==> src/rtl/mdu_pkg.sv <==
package mdu_pkg;
    localparam int DW = 9;
    localparam logic [2:0] A_DATA = 3'd0;
    localparam logic [2:0] A_CTRL = 3'd1;
    localparam logic [2:0] A_STN  = 3'd2;
    localparam logic [2:0] A_IID  = 3'd3;
    localparam logic [2:0] A_LSR  = 3'd4;

    typedef enum logic [2:0] {
        ID_NONE  = 3'b000,
        ID_TXE   = 3'b001,
        ID_RXF   = 3'b010,
        ID_LS    = 3'b011,
        ID_ATX   = 3'b101,
        ID_MATCH = 3'b110
    } iid_e;

    typedef enum logic [2:0] {TX_IDLE, TX_START, TX_DATA, TX_NINTH, TX_STOP} tx_state_e;
    typedef enum logic [2:0] {RX_IDLE, RX_START, RX_DATA, RX_NINTH, RX_STOP} rx_state_e;

    // first member is the most significant bit: ie_ls is bit 8, net_en bit 0
    typedef struct packed {
        logic ie_ls;
        logic ie_tx;
        logic ie_rx;
        logic txa_flag;
        logic drv_en;
        logic wide;
        logic rx9_en;
        logic tx9_en;
        logic net_en;
    } ctrl_t;
endpackage

==> src/rtl/mdu_baud.sv <==
module mdu_baud #(
    parameter int DIV = 2
) (
    input  logic clk,
    input  logic rst_n,
    output logic tick
);
    localparam int CW = (DIV > 1) ? $clog2(DIV) : 1;
    localparam logic [CW-1:0] LAST = CW'(DIV - 1);

    logic [CW-1:0] cnt;

    always_ff @(posedge clk or negedge rst_n) begin
        if (!rst_n) begin
            cnt  <= '0;
            tick <= 1'b0;
        end else if (cnt == LAST) begin
            cnt  <= '0;
            tick <= 1'b1;
        end else begin
            cnt  <= cnt + 1'b1;
            tick <= 1'b0;
        end
    end
endmodule

==> src/rtl/mdu_tx.sv <==
module mdu_tx
    import mdu_pkg::*;
(
    input  logic       clk,
    input  logic       rst_n,
    input  logic       tick,
    input  logic       load,
    input  logic [7:0] ld_data,
    input  logic       ld_has9,
    input  logic       ld_b9,
    output logic       txd,
    output logic       idle
);
    tx_state_e  state, state_nx;
    logic [3:0] tcnt;
    logic [2:0] bidx;
    logic [7:0] shreg;
    logic       has9, b9;
    logic       bit_end;

    assign bit_end = tick && (tcnt == 4'd15);

    always_comb begin
        state_nx = state;
        unique case (state)
            TX_IDLE:  if (load) state_nx = TX_START;
            TX_START: if (bit_end) state_nx = TX_DATA;
            TX_DATA:  if (bit_end && bidx == 3'd7) state_nx = has9 ? TX_NINTH : TX_STOP;
            TX_NINTH: if (bit_end) state_nx = TX_STOP;
            TX_STOP:  if (bit_end) state_nx = TX_IDLE;
            default:  state_nx = TX_IDLE;
        endcase
    end

    always_ff @(posedge clk or negedge rst_n) begin
        if (!rst_n) state <= TX_IDLE;
        else        state <= state_nx;
    end

    always_ff @(posedge clk or negedge rst_n) begin
        if (!rst_n) begin
            tcnt  <= '0;
            bidx  <= '0;
            shreg <= '0;
            has9  <= 1'b0;
            b9    <= 1'b0;
        end else if (state == TX_IDLE) begin
            tcnt <= '0;
            bidx <= '0;
            if (load) begin
                shreg <= ld_data;
                has9  <= ld_has9;
                b9    <= ld_b9;
            end
        end else if (tick) begin
            tcnt <= tcnt + 1'b1;
            if (bit_end && state == TX_DATA) begin
                shreg <= shreg >> 1;
                bidx  <= bidx + 1'b1;
            end
        end
    end

    always_comb begin
        unique case (state)
            TX_START: txd = 1'b0;
            TX_DATA:  txd = shreg[0];
            TX_NINTH: txd = b9;
            default:  txd = 1'b1;
        endcase
        idle = (state == TX_IDLE);
    end
endmodule

==> src/rtl/mdu_rx.sv <==
module mdu_rx
    import mdu_pkg::*;
(
    input  logic       clk,
    input  logic       rst_n,
    input  logic       tick,
    input  logic       rxd,
    input  logic       cfg_has9,
    output logic       done,
    output logic       frame_ok,
    output logic [7:0] data,
    output logic       b9
);
    rx_state_e  state, state_nx;
    logic [1:0] sync;
    logic       rxd_s;
    logic [3:0] tcnt;
    logic [2:0] bidx;
    logic       has9;
    logic       smp;

    assign rxd_s = sync[1];
    assign smp   = tick && (tcnt == 4'd15);

    always_comb begin
        state_nx = state;
        unique case (state)
            RX_IDLE:  if (tick && !rxd_s) state_nx = RX_START;
            RX_START: if (tick && tcnt == 4'd7) state_nx = rxd_s ? RX_IDLE : RX_DATA;
            RX_DATA:  if (smp && bidx == 3'd7) state_nx = has9 ? RX_NINTH : RX_STOP;
            RX_NINTH: if (smp) state_nx = RX_STOP;
            RX_STOP:  if (smp) state_nx = RX_IDLE;
            default:  state_nx = RX_IDLE;
        endcase
    end

    always_ff @(posedge clk or negedge rst_n) begin
        if (!rst_n) state <= RX_IDLE;
        else        state <= state_nx;
    end

    always_ff @(posedge clk or negedge rst_n) begin
        if (!rst_n) begin
            sync     <= 2'b11;
            tcnt     <= '0;
            bidx     <= '0;
            has9     <= 1'b0;
            data     <= '0;
            b9       <= 1'b0;
            done     <= 1'b0;
            frame_ok <= 1'b0;
        end else begin
            sync <= {sync[0], rxd};
            done <= (state == RX_STOP) && smp;
            if (tick) begin
                unique case (state)
                    RX_IDLE: begin
                        tcnt <= '0;
                        bidx <= '0;
                        has9 <= cfg_has9;
                    end
                    RX_START: tcnt <= (tcnt == 4'd7) ? 4'd0 : tcnt + 1'b1;
                    RX_DATA: begin
                        tcnt <= tcnt + 1'b1;
                        if (smp) begin
                            data <= {rxd_s, data[7:1]};
                            bidx <= bidx + 1'b1;
                            if (bidx == 3'd0) b9 <= 1'b0;
                        end
                    end
                    RX_NINTH: begin
                        tcnt <= tcnt + 1'b1;
                        if (smp) b9 <= rxd_s;
                    end
                    RX_STOP: begin
                        tcnt <= tcnt + 1'b1;
                        if (smp) frame_ok <= rxd_s;
                    end
                    default: tcnt <= '0;
                endcase
            end
        end
    end
endmodule

==> src/rtl/mdrop_uart.sv <==
module mdrop_uart
    import mdu_pkg::*;
#(
    parameter int DIV = 2
) (
    input  logic          clk,
    input  logic          rst_n,
    input  logic          bus_wr,
    input  logic          bus_rd,
    input  logic [2:0]    bus_addr,
    input  logic [DW-1:0] bus_wdata,
    output logic [DW-1:0] bus_rdata,
    input  logic          rxd,
    output logic          txd_out,
    output logic          txd_en,
    output logic          irq
);
    ctrl_t        ctrl;
    logic [7:0]   stn;
    logic [DW-1:0] rxbuf;
    logic         rx_full, match_p, sel, ovr, fe;
    logic [7:0]   hold;
    logic         hold_full, hold_has9, hold_b9, hold_isaddr;
    logic         txe_p, atx_p;
    logic         tick, tx_idle, tx_load;
    logic         rx_done, rx_ok, rx_b9;
    logic [7:0]   rx_data;
    logic         amode_rx, amode_tx;
    logic         rd_data_stb, wr_data_stb, rd_iid_stb, rd_lsr_stb;
    logic         ls_p, m_p, r_p, a_p, t_p;
    iid_e         iid_code;

    assign amode_rx    = ctrl.net_en && ctrl.rx9_en;
    assign amode_tx    = ctrl.net_en && ctrl.tx9_en;
    assign rd_data_stb = bus_rd && bus_addr == A_DATA;
    assign wr_data_stb = bus_wr && bus_addr == A_DATA;
    assign rd_iid_stb  = bus_rd && bus_addr == A_IID;
    assign rd_lsr_stb  = bus_rd && bus_addr == A_LSR;
    assign tx_load     = hold_full && tx_idle;

    mdu_baud #(.DIV(DIV)) u_baud (.clk(clk), .rst_n(rst_n), .tick(tick));

    mdu_tx u_tx (
        .clk(clk), .rst_n(rst_n), .tick(tick), .load(tx_load),
        .ld_data(hold), .ld_has9(hold_has9), .ld_b9(hold_b9),
        .txd(txd_out), .idle(tx_idle)
    );

    mdu_rx u_rx (
        .clk(clk), .rst_n(rst_n), .tick(tick), .rxd(rxd),
        .cfg_has9(amode_rx || ctrl.wide),
        .done(rx_done), .frame_ok(rx_ok), .data(rx_data), .b9(rx_b9)
    );

    // control and station registers
    always_ff @(posedge clk or negedge rst_n) begin
        if (!rst_n) begin
            ctrl <= '0;
            stn  <= '0;
        end else if (bus_wr) begin
            if (bus_addr == A_CTRL) ctrl <= ctrl_t'(bus_wdata);
            if (bus_addr == A_STN)  stn  <= bus_wdata[7:0];
        end
    end

    // transmit holding register and its conditions
    always_ff @(posedge clk or negedge rst_n) begin
        if (!rst_n) begin
            hold        <= '0;
            hold_full   <= 1'b0;
            hold_has9   <= 1'b0;
            hold_b9     <= 1'b0;
            hold_isaddr <= 1'b0;
            txe_p       <= 1'b0;
            atx_p       <= 1'b0;
        end else begin
            if (wr_data_stb || rd_iid_stb) begin
                txe_p <= 1'b0;
                atx_p <= 1'b0;
            end
            if (wr_data_stb && !hold_full) begin
                hold        <= bus_wdata[7:0];
                hold_full   <= 1'b1;
                hold_has9   <= amode_tx || ctrl.wide;
                hold_b9     <= amode_tx ? ctrl.txa_flag : bus_wdata[8];
                hold_isaddr <= amode_tx && ctrl.txa_flag;
            end
            if (tx_load) begin
                hold_full <= 1'b0;
                if (hold_isaddr) atx_p <= 1'b1;
                else             txe_p <= 1'b1;
            end
        end
    end

    // receive buffer, station selection and line status
    always_ff @(posedge clk or negedge rst_n) begin
        if (!rst_n) begin
            rxbuf   <= '0;
            rx_full <= 1'b0;
            match_p <= 1'b0;
            sel     <= 1'b0;
            ovr     <= 1'b0;
            fe      <= 1'b0;
        end else begin
            if (rd_data_stb) begin
                rx_full <= 1'b0;
                match_p <= 1'b0;
            end
            if (rd_lsr_stb) begin
                ovr <= 1'b0;
                fe  <= 1'b0;
            end
            if (rx_done) begin
                if (!rx_ok) begin
                    fe <= 1'b1;
                end else if (!amode_rx || rx_b9 || sel) begin
                    if (amode_rx && rx_b9 && rx_data != stn) begin
                        sel <= 1'b0;
                    end else begin
                        rxbuf   <= {rx_b9, rx_data};
                        rx_full <= 1'b1;
                        if (rx_full && !rd_data_stb) ovr <= 1'b1;
                        if (amode_rx && rx_b9) begin
                            sel     <= 1'b1;
                            match_p <= 1'b1;
                        end
                    end
                end
            end
        end
    end

    // prioritised interrupt identification
    always_comb begin
        ls_p = ctrl.ie_ls && (ovr || fe);
        m_p  = ctrl.ie_rx && match_p;
        r_p  = ctrl.ie_rx && rx_full;
        a_p  = ctrl.ie_tx && atx_p;
        t_p  = ctrl.ie_tx && txe_p;
        if (ls_p)      iid_code = ID_LS;
        else if (m_p)  iid_code = ID_MATCH;
        else if (r_p)  iid_code = ID_RXF;
        else if (a_p)  iid_code = ID_ATX;
        else if (t_p)  iid_code = ID_TXE;
        else           iid_code = ID_NONE;
        irq = ls_p || m_p || r_p || a_p || t_p;
    end

    always_comb begin
        bus_rdata = '0;
        if (bus_rd) begin
            unique case (bus_addr)
                A_DATA:  bus_rdata = rxbuf;
                A_CTRL:  bus_rdata = ctrl;
                A_STN:   bus_rdata = {1'b0, stn};
                A_IID:   bus_rdata = {5'd0, iid_code, !irq};
                A_LSR:   bus_rdata = {4'd0, tx_idle, !hold_full, fe, ovr, rx_full};
                default: bus_rdata = '0;
            endcase
        end
    end

    assign txd_en = ctrl.drv_en;
endmodule

==> config.mk <==
export PLATFORM = sky130hd
export DESIGN_NAME = mdrop_uart
export DESIGN_NICKNAME = d
export VERILOG_FILES = /design/src/rtl/mdu_pkg.sv /design/src/rtl/mdu_baud.sv /design/src/rtl/mdu_tx.sv /design/src/rtl/mdu_rx.sv /design/src/rtl/mdrop_uart.sv
export SDC_FILE = /design/constraint.sdc
export NUM_CORES = 1
export LEC_CHECK = 0
export ABC_AREA = 1
export BUFFER_PORTS_ARGS = -buffer_cell sky130_fd_sc_hd__buf_2
export CELL_PAD_IN_SITES_DETAIL_PLACEMENT = 0
export CELL_PAD_IN_SITES_GLOBAL_PLACEMENT = 1
export CORE_ASPECT_RATIO = 2
export CORE_MARGIN = 2
export CORE_UTILIZATION = 35
export CTS_CLUSTER_DIAMETER = 30
export DETAILED_ROUTE_END_ITERATION = 7
export PLACE_DENSITY = 0.7
export SLEW_MARGIN = 20
export SYNTH_ARGS = -nofsm -noshare
export SYNTH_HDL_FRONTEND = slang
export SYNTH_SLANG_ARGS = --single-unit
export TNS_END_PERCENT = 10
==> constraint.sdc <==
create_clock -name clk -period 1.5 [get_ports clk]
set_input_delay 0.075 -clock clk [delete_from_list [all_inputs] [get_ports clk]]
set_output_delay 0.075 -clock clk [all_outputs]
set_load 0.1 [all_outputs]
# [Word-level counts from Yosys, hierarchy flattened]
# Index checks and enable logic that the tools add are counted.
[op_classes] n_addsub=5 multipliers=0 n_div=0 magnitude_cmp=0 eq_ne=30 shift=0 n_mux=73 bitwise_logic=1 n_reduce_logical=65
[op_table] op="$mux 3" count=20
[op_table] op="$pmux 9 s5" count=1
[op_table] op="$mux 1" count=37
[op_table] op="$mux 8" count=4
[op_table] op="$pmux 3 s5" count=2
[op_table] op="$logic_and 1x1->1" count=25
[op_table] op="$ne 2x1->1 const B" count=12
[op_table] op="$eq 3x2->1 const B" count=6
[op_table] op="$eq 3x3->1 const B" count=5
[op_table] op="$reduce_and 5->1" count=3
[op_table] op="$logic_not 3->1" count=4
[op_table] op="$mux 4" count=3
[op_table] op="$reduce_and 3->1" count=4
[op_table] op="$reduce_bool 2->1" count=6
[op_table] op="$logic_or 1x1->1" count=10
[op_table] op="$reduce_and 2->1" count=5
[op_table] op="$eq 3x1->1 const B" count=3
[op_table] op="$mux 9" count=1
[op_table] op="$add 4x1->4 const B" count=2
[op_table] op="$eq 4x4->1 const B" count=2
[op_table] op="$ne 8x8->1" count=1
[op_table] op="$pmux 4 s2" count=1
[op_table] op="$reduce_and 4->1" count=2
[op_table] op="$add 3x1->3 const B" count=2
[op_table] op="9 further kinds" count=13
[totals] regBits=91 latch_bits=0 ramBits=0 rom_bits=0 memories=0

# [Longest topological paths before layout]
[depth] depth_word=9 ltp_mapped=10 ltp_nobuf=10

# [Hierarchy]
# A second synthesis with hierarchy kept.
[unflattened] hier_cells=582 area_unflattened_um2=4665.7
[modules_own_cells] module="mdrop_uart" instances=1 cells_each=304 area_each_um2=2349.8 seq_area_each_um2=1126.1
[modules_own_cells] module="mdu_rx" instances=1 cells_each=133 area_each_um2=1162.4 seq_area_each_um2=603.1
[modules_own_cells] module="mdu_tx" instances=1 cells_each=142 area_each_um2=1099.8 seq_area_each_um2=500.5
[modules_own_cells] module="mdu_baud" instances=1 cells_each=3 area_each_um2=53.8 seq_area_each_um2=50.0

# [Worst setup path after synthesis]
# No wires, ideal clock.
[synth_timing] path_kind="register -> output" from="reg ctrl[6] (netlist name)" to="out bus_rdata[1]" t_arrival_ns=2.921 t_required_ns=1.425 setup_slack_ns=-1.496 path_stages_with_launch=5 n_path_buf=0 path_cell_list="dfrtp_1 -> nand2_1 -> nand2_1 -> o21a_1 -> o31ai_1"
[synth_via] elab_chain_cells=6 elab_cells_between_ends=7 classes_between="mux (5); reduce/logical (2)"
[synth_lines] element="from (decl)" line_no="mdrop_uart.sv:18" rtl="ctrl_t ctrl;"
[synth_lines] element="from (signal assigned)" line_no="mdrop_uart.sv:61" rtl="if (bus_addr == A_CTRL) ctrl <= ctrl_t'(bus_wdata);"
[synth_lines] element="$logic_and 1x1->1" line_no="mdrop_uart.sv:138" rtl="r_p = ctrl.ie_rx && rx_full;"
[synth_lines] element="$mux 3" line_no="mdrop_uart.sv:143" rtl="else if (r_p) iid_code = ID_RXF;"
[synth_lines] element="$mux 3 (*)" line_no="mdrop_uart.sv:142" rtl="else if (m_p) iid_code = ID_MATCH;"
[synth_lines] element="$mux 3 (*)" line_no="mdrop_uart.sv:141" rtl="if (ls_p) iid_code = ID_LS;"
[synth_lines] element="$pmux 9 s5 (*)" line_no="mdrop_uart.sv:153" rtl="unique case (bus_addr)"
[synth_lines] element="$mux 9 (*)" line_no="mdrop_uart.sv:152" rtl="if (bus_rd) begin"
[synth_lines] element="to (decl)" line_no="mdrop_uart.sv:12" rtl="output logic [DW-1:0] bus_rdata,"
# Mark *: on every way between the ends. The rest lies on a longest branch, timed or not.

# [Worst setup path in the final report]
[layout_timing] from="reg ctrl[7] (netlist name)" to="out bus_rdata[1]"
[layout_via] elab_chain_cells=8 elab_cells_between_ends=9 classes_between="mux (7); reduce/logical (2)"
[layout_lines] element="$logic_and 1x1->1" line_no="mdrop_uart.sv:140" rtl="t_p = ctrl.ie_tx && txe_p;"
[layout_lines] element="$mux 1" line_no="mdrop_uart.sv:145" rtl="else if (t_p) iid_code = ID_TXE;"
[layout_lines] element="$mux 3 (*)" line_no="mdrop_uart.sv:144" rtl="else if (a_p) iid_code = ID_ATX;"
[layout_lines] element="$mux 3 (*)" line_no="mdrop_uart.sv:143"
[layout_lines] element="$mux 3 (*)" line_no="mdrop_uart.sv:142"
[layout_lines] element="$mux 3 (*)" line_no="mdrop_uart.sv:141"
[layout_lines] element="$pmux 9 s5 (*)" line_no="mdrop_uart.sv:153"
[layout_lines] element="$mux 9 (*)" line_no="mdrop_uart.sv:152"
# Marked as above.

==> impl_metrics.ini <==
[final_layout]
nets = 634
final_cell_mix = nand2_1 (171), dfrtp_1 (87), inv_1 (63)
postLayoutCellArea_um2 = 5580
stdcell_count = 765
finish.utilization_pct = 44.71
final_layout_size_suffix_gt1_share_pct = 20.33
regArea_um2 = 2282
antenna_cells = 0
multi_input_area_um2 = 1929
n_fill_cell = 1295
final_common_cell = nand2_1
area_delta_synth_final_pct = 25.25

[logic_synthesis]
ys_types = 40
ys.flop_type = dfrtp_1
synth_cells = 549
synth_edf_count = 0
async_flop_share_pct = 100.0
synth_area_um2 = 4456
synth_fp_nets = 573
syn_area_per_cell_um2 = 8.116
synth_seq_cells = 91
synth_top_area_share_pct = 49.99
synthTopCellsByArea = dfrtp_1 (50%), nand2_1 (15%), o21ai_0 (7.1%), inv_1 (5.9%), nand3_1 (3.0%)
synth_top_area_cell = dfrtp_1
synth-seq-area-share_pct = 51.17
synth_warnings = 0

[detailed_routing]
ant_nets = 0
drcViolationCount = 0
initialDrtViolationCount = 253
wirelength_um = 11390
first_pass_iters = 4
viasPerCell = 4.877
wl_per_cell_um = 14.89
vias = 3731

[floorplanning]
start_util_pct = 35.70
die_y_um = 163.6
ios = 29
rows = 58
die_area_um2 = 13700
fp.coreArea_um2 = 12480
die_width_um = 83.78

[critical_path]
critPathCaptureType = primary output
critPathLaunchType = flop
crit_type = reg2out
arrival_ps = 1590
worstPathRequired_ps = 1420
cp_max_fo = 4

[global_route]
grt_max_degree = 43
antenna_found_initial = 0
track_usage_pct = 17.78
grt_pass1_wl_um = 18980
grt_overflow_total = 0
grt_pass1_vias = 3884

[timing]
layout_setup_ws_ps = -166.4
timing.fmax_mhz = 600.1
fin_crit_sh_pct = 111.1
hold_viol = 0
slew_headroom_pct = 67.92
worst_pin_slew_ps = 484.5
period_minus_slack_ps = 1666
report.final.slew_viol_count = 0
rsz0062_at_grt = yes
finalSetupViolCount = 7
finalClockSkew_ps = 8.863

[hold_path]
hp-class = in2reg

[run]
max-cap-violations = 0

[run_status]
failed_checks = setup timing
status = complete, but fails checks

[power_and_ir_drop]
p_total_mw = 6.836
vdd.ir_drop.worst_uv = 641.8
power_density_nw_per_um2 = 1225
power.leakage_nw = 2.774

[clocking]
cts_buffer_depth = 2
path_clk_slew_ps = 70
cts.sinks = 91
cts_root_buf = clkbuf_16
cts_tree = built
clkLatencyLatePin_ps = 330
cts_made_buffers = 9
htreeDepth = 3

[place]
place_inst = 740
gp_congestion = 0.8426
post_dp_cell_area_um2 = 5130
port_buffers = 28
place_hpwl_um = 8867
## synth_stat cells, drive strengths merged (2+ instances only)
library cell	instances
ha	7
dfrtp	89
o21ai	70
a21oi	13
nand3	29
nand2	183
nor3	7
buf	11
xnor2	3
o211ai	6
nor2	31
dfstp	2
o21a	2
nand4	2
a31oi	9
inv	73
## final timing paths
kind	startpoint	end	slack [ps]	cells past startpoint
setup / recovery	ctrl[7]$_DFFE_PN0P_	bus_rdata[1]	-170	4
hold / removal	bus_wdata[8]	ctrl[8]$_DFFE_PN0P_	20	2
setup reg to reg	u_tx.bidx[0]$_DFFE_PN0P_	u_tx.state[1]$_DFFE_PN0P_	40	8
hold reg to reg	u_rx.sync[0]$_DFF_PN1_	u_rx.sync[1]$_DFF_PN1_	360	0
max in group asynchronous	rst_n	match_p$_DFF_PN0_	790	3
min in group asynchronous	rst_n	u_rx.tcnt[3]$_DFFE_PN0P_	180	2
## cell families after synthesis
group                    synth area share, %
buffers and inverters                  8.172
AND/OR/NAND/NOR                        24.88
XOR/XNOR                              0.7864
flip-flops                             51.17
AO/OA/AOI/OAI                          12.78
adder cells (fa/ha/maj)                1.966
multiplexers                          0.2527
## registers in the layout (all words and copies together) (netlist names), 2 cells and up
name        flops
u_tx.bidx       3
rxbuf           9
u_tx.tcnt       4
u_rx.data       8
u_rx.sync       2
u_tx.shreg      8
ctrl            8
hold            8
u_rx.state      3
u_rx.bidx       3
stn             8
u_tx.state      3
u_rx.tcnt       4
## critical path, cell delays in order (launching register included)
cell and delay [ps]:
dfrtp_1 450, o21ai_2 100, o21a_1 220, o31ai_4 270, buf_12 210
## stage by stage
stage	setup TNS, ps	worst slack [ps]	hold slack, ps
6_report	-573.0	-166.4	17.52
5_1_grt	-2068	-233.0	14.00
4_1_cts	-952.8	-162.5	8.909
3_5_place_dp	-139.8	-58.89	-3.239
3_3_place_gp	-4.654	-4.547	0.2950
2_1_floorplan	-1008	-370.6	-220.6
## report_power, final
group | internal, mW | switching [mW] | total [mW]
registers | 2.83 | 0.342 | 3.17
clock network | 1.22 | 0.907 | 2.13
logic | 0.558 | 0.978 | 1.54
## routing by layer
layer / GRT usage [%] / up-vias / wire length (µm)
li1: - / 1869 / -
met1: 19.11 / 1790 / 4340
met2: 33.38 / 48 / 6410
met3: 2.527 / 24 / 208
met4: 8.871 / 0 / 433
met5: 0 / - / 0
## final cells by class
type | instances | area share (%)
sequential | 91 | 40.90
multi-input combinational | 372 | 34.57
timing repair buffer | 62 | 11.01
inverter | 74 | 5.112
clock buffer | 13 | 4.664
tap | 150 | 3.363
clock inverter | 3 | 0.3812
## what timing repair did
action	CTS	global route
resized for setup	11	29
buffers inserted	2	3
pin swaps	11	14
endpoints found under the hold margin	94	0
hold buffers	4	0
setup endpoints to repair	21	46
(Power assumes the default switching activity.)
